===== config.mk =====
export PLATFORM = sky130hd
export DESIGN_NAME = smpl_fsync_gen
export DESIGN_NICKNAME = d
export VERILOG_FILES = /design/src/rtl/sfg_pkg.sv /design/src/rtl/sfg_src_sel.sv /design/src/rtl/sfg_bit_div.sv /design/src/rtl/sfg_frame.sv /design/src/rtl/sfg_out_reg.sv /design/src/rtl/smpl_fsync_gen.sv
export SDC_FILE = /design/constraint.sdc
export NUM_CORES = 1
export LEC_CHECK = 0
export CAP_MARGIN = 20
export CORE_MARGIN = 10
export CORE_UTILIZATION = 50
export CTS_CLUSTER_DIAMETER = 30
export DETAILED_ROUTE_END_ITERATION = 10
export PLACE_DENSITY = 0.75
export SLEW_MARGIN = 20
export SYNTH_ARGS = -nofsm -noshare
export SYNTH_HDL_FRONTEND = slang
export SYNTH_SLANG_ARGS = --single-unit

===== constraint.sdc =====
create_clock -name clk -period 5.7 [get_ports clk]
set_input_delay 1.14 -clock clk [delete_from_list [all_inputs] [get_ports clk]]
set_output_delay 1.14 -clock clk [all_outputs]
set_load 0.02 [all_outputs]

===== src/rtl/sfg_pkg.sv =====
// Package: shared encodings of the sample rate and frame sync generator.
// Assumes the configuration word is laid out divider, width, period,
// mode bit, source bit from the least significant end.
package sfg_pkg;

    localparam int NUM_PINS = 4;

    // Index of each output pin in the polarity vector.
    typedef enum logic [1:0] {
        PIN_TXC = 2'd0,
        PIN_RXC = 2'd1,
        PIN_TXF = 2'd2,
        PIN_RXF = 2'd3
    } pin_idx_e;

    // Divider source select.
    typedef enum logic {
        SRC_EXT = 1'b0,
        SRC_INT = 1'b1
    } src_sel_e;

    // Frame sync generation mode.
    typedef enum logic {
        FS_ON_REQUEST = 1'b0,
        FS_PERIODIC   = 1'b1
    } fs_mode_e;

endpackage


===== src/rtl/sfg_src_sel.sv =====
// Module: source tick selection.
// Produces a one-cycle tick per divider source event: every module clock
// when the internal source is chosen, or one tick per rising edge of the
// external pin after a synchronizer chain. Assumes the external clock is
// slower than half the module clock.
module sfg_src_sel #(
    parameter int SYNC_STAGES = 2
) (
    input  logic clk,
    input  logic rst_n,
    input  logic ext_clk_i,
    input  logic int_src_i,
    output logic tick_o
);
    localparam int CHAIN_W = SYNC_STAGES + 1;

    logic [CHAIN_W-1:0] chain_q;
    logic               ext_rise;

    // Shift the external pin through the synchronizer plus one delay stage.
    always_ff @(posedge clk) begin
        if (!rst_n) begin
            chain_q <= '0;
        end else begin
            chain_q <= {chain_q[CHAIN_W-2:0], ext_clk_i};
        end
    end

    // Rising edge of the synchronized pin.
    always_comb begin
        ext_rise = chain_q[CHAIN_W-2] & ~chain_q[CHAIN_W-1];
    end

    // Select the tick source.
    always_comb begin
        tick_o = int_src_i ? 1'b1 : ext_rise;
    end

endmodule


===== src/rtl/sfg_bit_div.sv =====
// Module: bit clock divider.
// Counts source ticks from 0 to the divider value and reports a bit edge
// on the tick that wraps the count. The nominal clock level is high for
// the first ceil((D+1)/2) counts. Uses a greater-or-equal wrap so that a
// divider lowered mid-run cannot overrun.
module sfg_bit_div #(
    parameter int DIV_W = 8
) (
    input  logic             clk,
    input  logic             rst_n,
    input  logic             run_i,
    input  logic             clear_i,
    input  logic             tick_i,
    input  logic [DIV_W-1:0] div_i,
    output logic             edge_o,
    output logic             level_o,
    output logic [DIV_W-1:0] cnt_o
);
    localparam int HL_W = DIV_W + 1;

    logic [DIV_W-1:0] cnt_q;
    logic [HL_W-1:0]  hi_len;

    // Bit edge: the source tick that completes a bit period.
    always_comb begin
        edge_o = run_i & tick_i & (cnt_q >= div_i);
    end

    // Length of the high phase in counts, rounded up.
    always_comb begin
        hi_len = ({1'b0, div_i} + HL_W'(2)) >> 1;
    end

    // Nominal clock level from the count.
    always_comb begin
        level_o = ({1'b0, cnt_q} < hi_len);
    end

    // Divider count: held at zero when cleared, wraps on a bit edge.
    always_ff @(posedge clk) begin
        if (!rst_n || clear_i) begin
            cnt_q <= '0;
        end else if (edge_o) begin
            cnt_q <= '0;
        end else if (run_i && tick_i) begin
            cnt_q <= cnt_q + DIV_W'(1);
        end
    end

    assign cnt_o = cnt_q;

endmodule


===== src/rtl/sfg_frame.sv =====
// Module: frame sync former.
// Builds the nominal frame pulse from bit edges, either as a free-running
// frame of per+1 bit periods with a pulse of wid+1 bit periods, or as one
// pulse of wid+1 bit periods per transfer request. Assumes bit_edge_i is a
// single-cycle strobe and that ena_i already includes the generator enable.
module sfg_frame #(
    parameter int WID_W = 8,
    parameter int PER_W = 12
) (
    input  logic             clk,
    input  logic             rst_n,
    input  logic             ena_i,
    input  logic             bit_edge_i,
    input  logic             periodic_i,
    input  logic [WID_W-1:0] wid_i,
    input  logic [PER_W-1:0] per_i,
    input  logic             req_i,
    output logic             fs_o,
    output logic             run_o,
    output logic [PER_W-1:0] frm_cnt_o,
    output logic             shot_o,
    output logic             pend_o,
    output logic             shot_end_o
);
    localparam int CMP_W = (PER_W > WID_W) ? PER_W : WID_W;

    logic             run_q;
    logic [PER_W-1:0] frm_q;
    logic [WID_W-1:0] shot_cnt_q;
    logic             shot_q;
    logic             pend_q;
    logic             allow_shot;
    logic             shot_start;
    logic             shot_end;
    logic             in_width;

    // Frame running flag: set on the first bit edge after enabling.
    always_ff @(posedge clk) begin
        if (!rst_n || !ena_i) begin
            run_q <= 1'b0;
        end else if (bit_edge_i) begin
            run_q <= 1'b1;
        end
    end

    // Periodic frame position, wraps after per_i.
    always_ff @(posedge clk) begin
        if (!rst_n || !ena_i || !periodic_i) begin
            frm_q <= '0;
        end else if (run_q && bit_edge_i) begin
            frm_q <= (frm_q >= per_i) ? '0 : frm_q + PER_W'(1);
        end
    end

    // Position lies inside the pulse width.
    always_comb begin
        in_width = (CMP_W'(frm_q) <= CMP_W'(wid_i));
    end

    // Request-driven pulse controls.
    always_comb begin
        allow_shot = ena_i & ~periodic_i;
        shot_start = run_q & bit_edge_i & pend_q & ~shot_q;
        shot_end   = shot_q & bit_edge_i & (shot_cnt_q >= wid_i);
    end

    // Pending request: kept until a pulse starts, new requests always kept.
    always_ff @(posedge clk) begin
        if (!rst_n || !allow_shot) begin
            pend_q <= 1'b0;
        end else begin
            pend_q <= (pend_q & ~shot_start) | req_i;
        end
    end

    // Requested pulse active flag.
    always_ff @(posedge clk) begin
        if (!rst_n || !allow_shot) begin
            shot_q <= 1'b0;
        end else if (shot_start) begin
            shot_q <= 1'b1;
        end else if (shot_end) begin
            shot_q <= 1'b0;
        end
    end

    // Bit periods elapsed inside a requested pulse.
    always_ff @(posedge clk) begin
        if (!rst_n || !allow_shot || shot_start) begin
            shot_cnt_q <= '0;
        end else if (shot_q && bit_edge_i) begin
            shot_cnt_q <= shot_end ? '0 : shot_cnt_q + WID_W'(1);
        end
    end

    // Nominal frame level for the selected mode.
    always_comb begin
        fs_o = periodic_i ? (run_q & in_width) : shot_q;
    end

    assign run_o      = run_q;
    assign frm_cnt_o  = frm_q;
    assign shot_o     = shot_q;
    assign pend_o     = pend_q;
    assign shot_end_o = shot_end;

endmodule


===== src/rtl/sfg_out_reg.sv =====
// Module: output polarity stage.
// Registers each nominal output XOR its polarity bit so the pins change
// only on module clock edges. Reset drives every pin low.
module sfg_out_reg #(
    parameter int N = 4
) (
    input  logic         clk,
    input  logic         rst_n,
    input  logic [N-1:0] raw_i,
    input  logic [N-1:0] pol_i,
    output logic [N-1:0] pin_o
);
    for (genvar g = 0; g < N; g++) begin : g_pin
        // One registered, polarity-adjusted pin.
        always_ff @(posedge clk) begin
            if (!rst_n) begin
                pin_o[g] <= 1'b0;
            end else begin
                pin_o[g] <= raw_i[g] ^ pol_i[g];
            end
        end
    end

endmodule


===== src/rtl/smpl_fsync_gen.sv =====
// Module: sample rate and frame sync generator, top level.
// Decodes the configuration word, runs the divider from the selected
// source, forms the frame pulse and drives four polarity-adjusted pins.
// Assumes the configuration is stable or changed only with the generator
// disabled when exact frame timing matters.
module smpl_fsync_gen
    import sfg_pkg::*;
#(
    parameter int DIV_W       = 8,
    parameter int WID_W       = 8,
    parameter int PER_W       = 12,
    parameter int SYNC_STAGES = 2,
    localparam int WID_LSB    = DIV_W,
    localparam int PER_LSB    = DIV_W + WID_W,
    localparam int MODE_BIT   = PER_LSB + PER_W,
    localparam int SRC_BIT    = MODE_BIT + 1,
    localparam int CFG_W      = SRC_BIT + 1
) (
    input  logic                clk,
    input  logic                rst_n,
    input  logic                ext_clk_i,
    input  logic                gen_en_i,
    input  logic                fs_en_i,
    input  logic                xfer_req_i,
    input  logic [CFG_W-1:0]    gen_cfg_i,
    input  logic [NUM_PINS-1:0] pin_pol_i,
    output logic                tx_clk_o,
    output logic                rx_clk_o,
    output logic                tx_fs_o,
    output logic                rx_fs_o
);
    logic [DIV_W-1:0]    div_val;
    logic [WID_W-1:0]    wid_val;
    logic [PER_W-1:0]    per_val;
    logic                periodic;
    logic                int_src;
    logic                run_q;
    logic                gen_act;
    logic                src_tick;
    logic                bit_edge;
    logic                bit_level;
    logic [DIV_W-1:0]    div_cnt;
    logic                fs_raw;
    logic                fs_run;
    logic [PER_W-1:0]    frm_cnt;
    logic                shot_on;
    logic                pending;
    logic                shot_end;
    logic [NUM_PINS-1:0] raw_vec;
    logic [NUM_PINS-1:0] pin_vec;

    // Field decode of the configuration word.
    always_comb begin
        div_val  = gen_cfg_i[DIV_W-1:0];
        wid_val  = gen_cfg_i[WID_LSB +: WID_W];
        per_val  = gen_cfg_i[PER_LSB +: PER_W];
        periodic = (fs_mode_e'(gen_cfg_i[MODE_BIT]) == FS_PERIODIC);
        int_src  = (src_sel_e'(gen_cfg_i[SRC_BIT]) == SRC_INT);
    end

    // Generator running flag, one cycle behind the enable.
    always_ff @(posedge clk) begin
        if (!rst_n) begin
            run_q <= 1'b0;
        end else begin
            run_q <= gen_en_i;
        end
    end

    // Counters advance only once running and still enabled.
    always_comb begin
        gen_act = run_q & gen_en_i;
    end

    sfg_src_sel #(
        .SYNC_STAGES (SYNC_STAGES)
    ) u_src (
        .clk       (clk),
        .rst_n     (rst_n),
        .ext_clk_i (ext_clk_i),
        .int_src_i (int_src),
        .tick_o    (src_tick)
    );

    sfg_bit_div #(
        .DIV_W (DIV_W)
    ) u_div (
        .clk     (clk),
        .rst_n   (rst_n),
        .run_i   (gen_act),
        .clear_i (~gen_en_i),
        .tick_i  (src_tick),
        .div_i   (div_val),
        .edge_o  (bit_edge),
        .level_o (bit_level),
        .cnt_o   (div_cnt)
    );

    sfg_frame #(
        .WID_W (WID_W),
        .PER_W (PER_W)
    ) u_frm (
        .clk        (clk),
        .rst_n      (rst_n),
        .ena_i      (gen_en_i & fs_en_i),
        .bit_edge_i (bit_edge),
        .periodic_i (periodic),
        .wid_i      (wid_val),
        .per_i      (per_val),
        .req_i      (xfer_req_i),
        .fs_o       (fs_raw),
        .run_o      (fs_run),
        .frm_cnt_o  (frm_cnt),
        .shot_o     (shot_on),
        .pend_o     (pending),
        .shot_end_o (shot_end)
    );

    // Nominal waveforms: transmit and receive share clock and frame.
    always_comb begin
        raw_vec          = '0;
        raw_vec[PIN_TXC] = run_q & bit_level;
        raw_vec[PIN_RXC] = run_q & bit_level;
        raw_vec[PIN_TXF] = fs_raw;
        raw_vec[PIN_RXF] = fs_raw;
    end

    sfg_out_reg #(
        .N (NUM_PINS)
    ) u_out (
        .clk   (clk),
        .rst_n (rst_n),
        .raw_i (raw_vec),
        .pol_i (pin_pol_i),
        .pin_o (pin_vec)
    );

    assign tx_clk_o = pin_vec[PIN_TXC];
    assign rx_clk_o = pin_vec[PIN_RXC];
    assign tx_fs_o  = pin_vec[PIN_TXF];
    assign rx_fs_o  = pin_vec[PIN_RXF];

endmodule


* After elaboration in Yosys (flattened, before gate mapping) *
Index checks and enable logic that the tools add are counted.

cells by class
  add/subtract/negate cells = 4
  multiply operators = 0
  divide/modulo/power cells = 0
  order comparisons = 5
  equal/unequal tests = 0
  shifts and indexed selects = 0
  mux-type cells = 6
  bitwise operators = 24
  reduce and logical (&&, ||, !) cells = 14

operator list
  operator                                       number
  adder 8 x 1 -> 8 bit, second input constant    2
  greater-or-equal comparator 8 bit              2
  AND 1 bit                                      14
  adder 12 x 1 -> 12 bit, second input constant  1
  greater-or-equal comparator 12 bit             1
  <= comparator 12 x 8 -> 1 bit                  1
  2-to-1 mux 12 bit                              1
  adder 8 x 2 -> 9 bit, second input constant    1
  < comparator 8 bit                             1
  2-to-1 mux 8 bit                               1
  logical OR 1 bit                               5
  inverter 1 bit                                 5
  zero test 1 bit                                4
  2-to-1 mux 1 bit                               4
  XOR 1 bit                                      4
  logical AND 1 bit                              3
  nonzero test 2 bit                             1
  OR reduction 2 bit                             1
  OR 1 bit                                       1

word-level totals
  register bits after elaboration = 39
  latch bits = 0
  memory bits (writable) = 0
  memory bits (read-only) = 0
  input bits = 40
  output and inout port bits = 4
  word-level logic and storage cells = 65
  memories = 0

* Depth between registers and ports, before layout *
  depth in word-level cells = 11
  gate-level depth with buffers = 10
  gate-level depth less buffers = 10

* By module *
From an unflattened synthesis, not the netlist that was laid out.

second synthesis, totals
  cells, all modules = 341
  area total of the unflattened synthesis = 2,914.0 sq um

by module, submodules not included
  module          instances  cells an instance  area an instance (sq um)
  sfg_frame       1          215                1,756.7
  sfg_bit_div     1          100                878.3
  sfg_out_reg     1          12                 140.1
  sfg_src_sel     1          8                  90.1
  smpl_fsync_gen  1          6                  48.8

* Worst setup path before layout *
No wires, ideal clock.

  kind = input-to-reg
  start point = in gen_cfg_i[1]
  end point = reg u_out.pin_o[0]
  setup time = 115 ps
  arrival = 3,045 ps
  data required time = 5,585 ps
  slack = 2,541 ps
  stages = 10
  path buffers = 0
  cells stage by stage = ha_1 and3_1 xnor2_1 ha_1 a21o_1 a21o_1 a2111o_1 o32ai_1 xor2_1 and2_1

on the way
  cells in the longest elaborated chain, start to end = 4

RTL lines
  what                            line                   RTL
  start: declaration              smpl_fsync_gen.sv:25   input logic [CFG_W-1:0] gen_cfg_i,
  adder 8 x 2 -> 9 bit            sfg_bit_div.sv:31      hi_len = ({1'b0, div_i} + HL_W'(2)) >> 1;
  < comparator 8 bit              sfg_bit_div.sv:36      level_o = ({1'b0, cnt_q} < hi_len);
  AND 1 bit                       smpl_fsync_gen.sv:122  raw_vec[PIN_TXC] = run_q & bit_level;
  XOR 1 bit                       sfg_out_reg.sv:19      pin_o[g] <= raw_i[g] ^ pol_i[g];
  end signal: indexed assignment  sfg_out_reg.sv:19
  end: declaration                sfg_out_reg.sv:11      output logic [N-1:0] pin_o

No other way between the ends.
A chain may end at the register's enable or synchronous reset.

* Worst setup path after layout *
  start point = in gen_cfg_i[0]
  end point = reg u_div.cnt_q[0] (netlist: u_div.cnt_o[0])

on the way
  cells in the longest elaborated chain, start to end = 3

RTL lines
  what                                 line               RTL
  greater-or-equal comparator 8 bit    sfg_bit_div.sv:26  edge_o = run_i & tick_i & (cnt_q >= div_i);
  AND 1 bit                            sfg_bit_div.sv:26
  OR reduction 2 bit (no source line)  -
  end signal: assignment               sfg_bit_div.sv:46  cnt_q <= cnt_q + DIV_W'(1);
  end: declaration                     sfg_bit_div.sv:21  logic [DIV_W-1:0] cnt_q;

No other way between the ends.

==> results.md <==
- Area of the die: 9150 µm²
- Reg2Reg Setup Slack: ~2.8 ns
- Most frequent CP cell: nor2_1
- Filler Cells Inserted: slightly below 500
- Worst EP required: 5.92 ns
- Fmax: between 200 and 300 MHz
- Final ANT Viol Nets: 0
- Number of nets in the layout: 470
- DRC: 0
- DR pass1 iterations: 4
- Crit start category: input pin
- Syn Inst Count: around 340
- Clock tree buffer depth: 2
- CTS buffer count: 5
- Final GP Congestion: roughly 0.82
- Worst-path fanout max: 17
- Async set-reset flop share out of synthesis: 0%
- Slew Viols, Final: 0
- # setup viols final: 0
- Peak VDD IR: about 96 µV
- Crit Path Class: in -> reg
- Top cells by area, synth: dfxtp_1 27%, ha_1 21%, xnor2_1 4.9%
- Share of layout cells above drive strength 1: roughly 2.4%
- Yosys reg bits: 39
- Worst-path clk slew: 0.07 ns
- Vias: between 2000 and 2500
- Design area: ~3400 µm²
- Top Ports: 44
- Top-area cell type share of the netlist area: approximately 27%
- Min cycle time layout: between 3 and 4 ns
- DR iter-0 viols: 128
- Prevailing post-synth register cell: dfxtp_1
- Final hold violations: 0
- Syn avg cell area: about 8.5 µm²
- Leak pwr: approximately 0.0014 µW
- FP Rows: 27
- Post-Synthesis Cell Area: approximately 2900 µm²
- CTS H-tree depth: 2
- Vias/cell: around 5.4
- Number of gates resized after cts: 0
- DP Area: approximately 3300 µm²
- Syn_nets: about 430
- Post-Route WL: between 6000 and 7000 µm
- Critical Path Max Stage Delay: about 0.76 ns
- DIE HEIGHT: 95.7 µm
- RSZ-0062 raised after global routing: false
- Initial antenna violation count: 0
- Worst hold path class: reg -> reg
- Post-synth top cells: 47 x ha_1, 39 x dfxtp_1, 33 x inv_1, 28 x nor2_1
- Largest net degree at the start of global routing: 18
- Number of enable flip-flop cells after synthesis: 0
- Core Area: between 5000 and 6000 µm²
- Initial Utilization: between 50% and 60%
- CTS tree: yes
- Critical path arrival: slightly below 4 ns
- Worst setup EP type: flop
- Cell taking the most area after synthesis: dfxtp_1
- Crit-path slowest cell: nor2_1
- Yosys warns: 0
- Fin crit share: 65.0%
- Crit path cell chain: clkdlybuf4s50_1 -> ha_1 -> nand2b_1 -> a2111oi_4 -> nor4b_4 -> nor2_1 -> nand2_1 -> nor2_1
- IO buf count: between 40 and 50
- Worst slew pin tran: 0.967 ns
- Root buf cell: clkbuf_8
- Post-synthesis sequential area ratio: ~27%
- Final setup TNS: 0 ns
- Max-cap violations: 0
- # diodes: 0
- Post-CTS Setup Bufs: 0
- Detailed Place HPWL: around 5300 µm
- Total Routing Usage GR: between 10% and 20%
- Post-CTS Hold Buffers: 0
- Die width: 95.7 µm
- Number of clock sinks: 39
- Max Clock Skew: around 0.0027 ns
- Post-synth cell types: 44
- Area growth from synthesis to layout: 19.2%
- Most numerous cell in the Yosys netlist: ha_1
- Cell Pwr Density: between 150 and 200 nW/µm²
- GRT Residual Overflow: 0
- Global-route wire length before repair: between 10000 and 15000 µm
- Number of global-route vias before repair: 2427
- Clk_lat worst skew: around 0.28 ns
- WL per Instance: ~14 µm
- Normalized max-slew margin: a little over a third
- Outcome: completed
[registers in the layout (all words and copies together), names as in the netlist]
| register | count |
|---|---|
| u_out.pin_o | 4 |
| u_div.cnt_o | 8 |
| u_src.chain_q | 3 |
| u_frm.pend_o | 1 |
| u_frm.shot_o | 1 |
| u_frm.run_o | 1 |
| u_frm.frm_cnt_o | 12 |
| u_frm.shot_cnt_q | 8 |
| run_q | 1 |
[worst paths after layout]
check | start | to | depth (start not counted)
min | u_src.chain_q[0]$_SDFF_PN0_ | u_src.chain_q[1]$_SDFF_PN0_ | 1
max | gen_cfg_i[0] | u_div.cnt_o[0]$_SDFFE_PP0P_ | 8
max reg2reg | u_div.cnt_o[0]$_SDFFE_PP0P_ | u_div.cnt_o[0]$_SDFFE_PP0P_ | 8
min reg2reg | u_src.chain_q[0]$_SDFF_PN0_ | u_src.chain_q[1]$_SDFF_PN0_ | 1
[cells by family (layout without fill, tap and decap cells)]
logic type / after synthesis / count (layout) / synth area share (%)
AO/OA/AOI/OAI: 74 / 74 / 17.4
adder cells (fa/ha/maj): 47 / 47 / 20.5
buffers and inverters: 38 / 82 / 5.81
XOR/XNOR: 23 / 23 / 7.04
AND/OR/NAND/NOR: 114 / 114 / 20.9
flip-flops: 39 / 39 / 27.3
multiplexers: 3 / 3 / 1.05
[where the power goes]
part           switching, µW  internal [µW]
logic                   33.6           45.2
clock network           86.9           81.5
registers               1.22            276
[cell usage in the layout, fill, tap and decap left out, types with 5 or more instances in the layout]
master / count
inv_1: 33
o21ai_0: 13
clkdlybuf4s50_1: 43
clkbuf_8: 5
xnor2_1: 16
a21o_1: 7
ha_1: 47
xor2_1: 7
nand4_1: 17
a21oi_1: 25
a211oi_1: 5
o31ai_1: 6
nor2_1: 28
nand2_1: 25
and2_1: 8
nand3_1: 10
or4_1: 7
nand2b_1: 5
dfxtp_1: 39
[layer usage]
metal	vias to the layer above	part of all wire [%]	GRT usage (%)
met5	-	0	0
met4	0	1.5	4.42
met3	8	4.6	3.46
met2	50	46	24.5
met1	1109	48	19.1
li1	1306	-	-
[critical path, delay by kind of cell]
| family | cells | cell delay, ns |
|---|---|---|
| and+or+nand+nor | 5 | 1.64 |
| AOI/OAI and AO/OA | 1 | 0.46 |
| adders and majority gates | 1 | 0.29 |
| buffers and inverters | 1 | 0.40 |
[through the flow]
stage          cells  hold slack, ns  setup WS, ns  util [%]  total power (µW)
2_1_floorplan    338           0.412          2.54         -               321
3_3_place_gp     448           0.417          1.84      60.3               360
3_5_place_dp     448           0.427          1.73      60.3               362
4_1_cts          454           0.444          2.01      61.6               527
5_1_grt          454           0.459          1.68      61.6               546
6_report         454           0.446          2.00      61.6               524
[cell type report]
type / instances / area, µm² / share of cell area, %
Timing Repair Buffer: 43 / 430 / 12.6
Multi-Input combinational cell: 261 / 1920 / 56.1
Clock buffer: 6 / 72.6 / 2.13
Inverter: 33 / 124 / 3.63
Tap cell: 72 / 90.1 / 2.64
Sequential cell: 39 / 781 / 22.9
No activity file was read; power rests on OpenSTA's default activity.
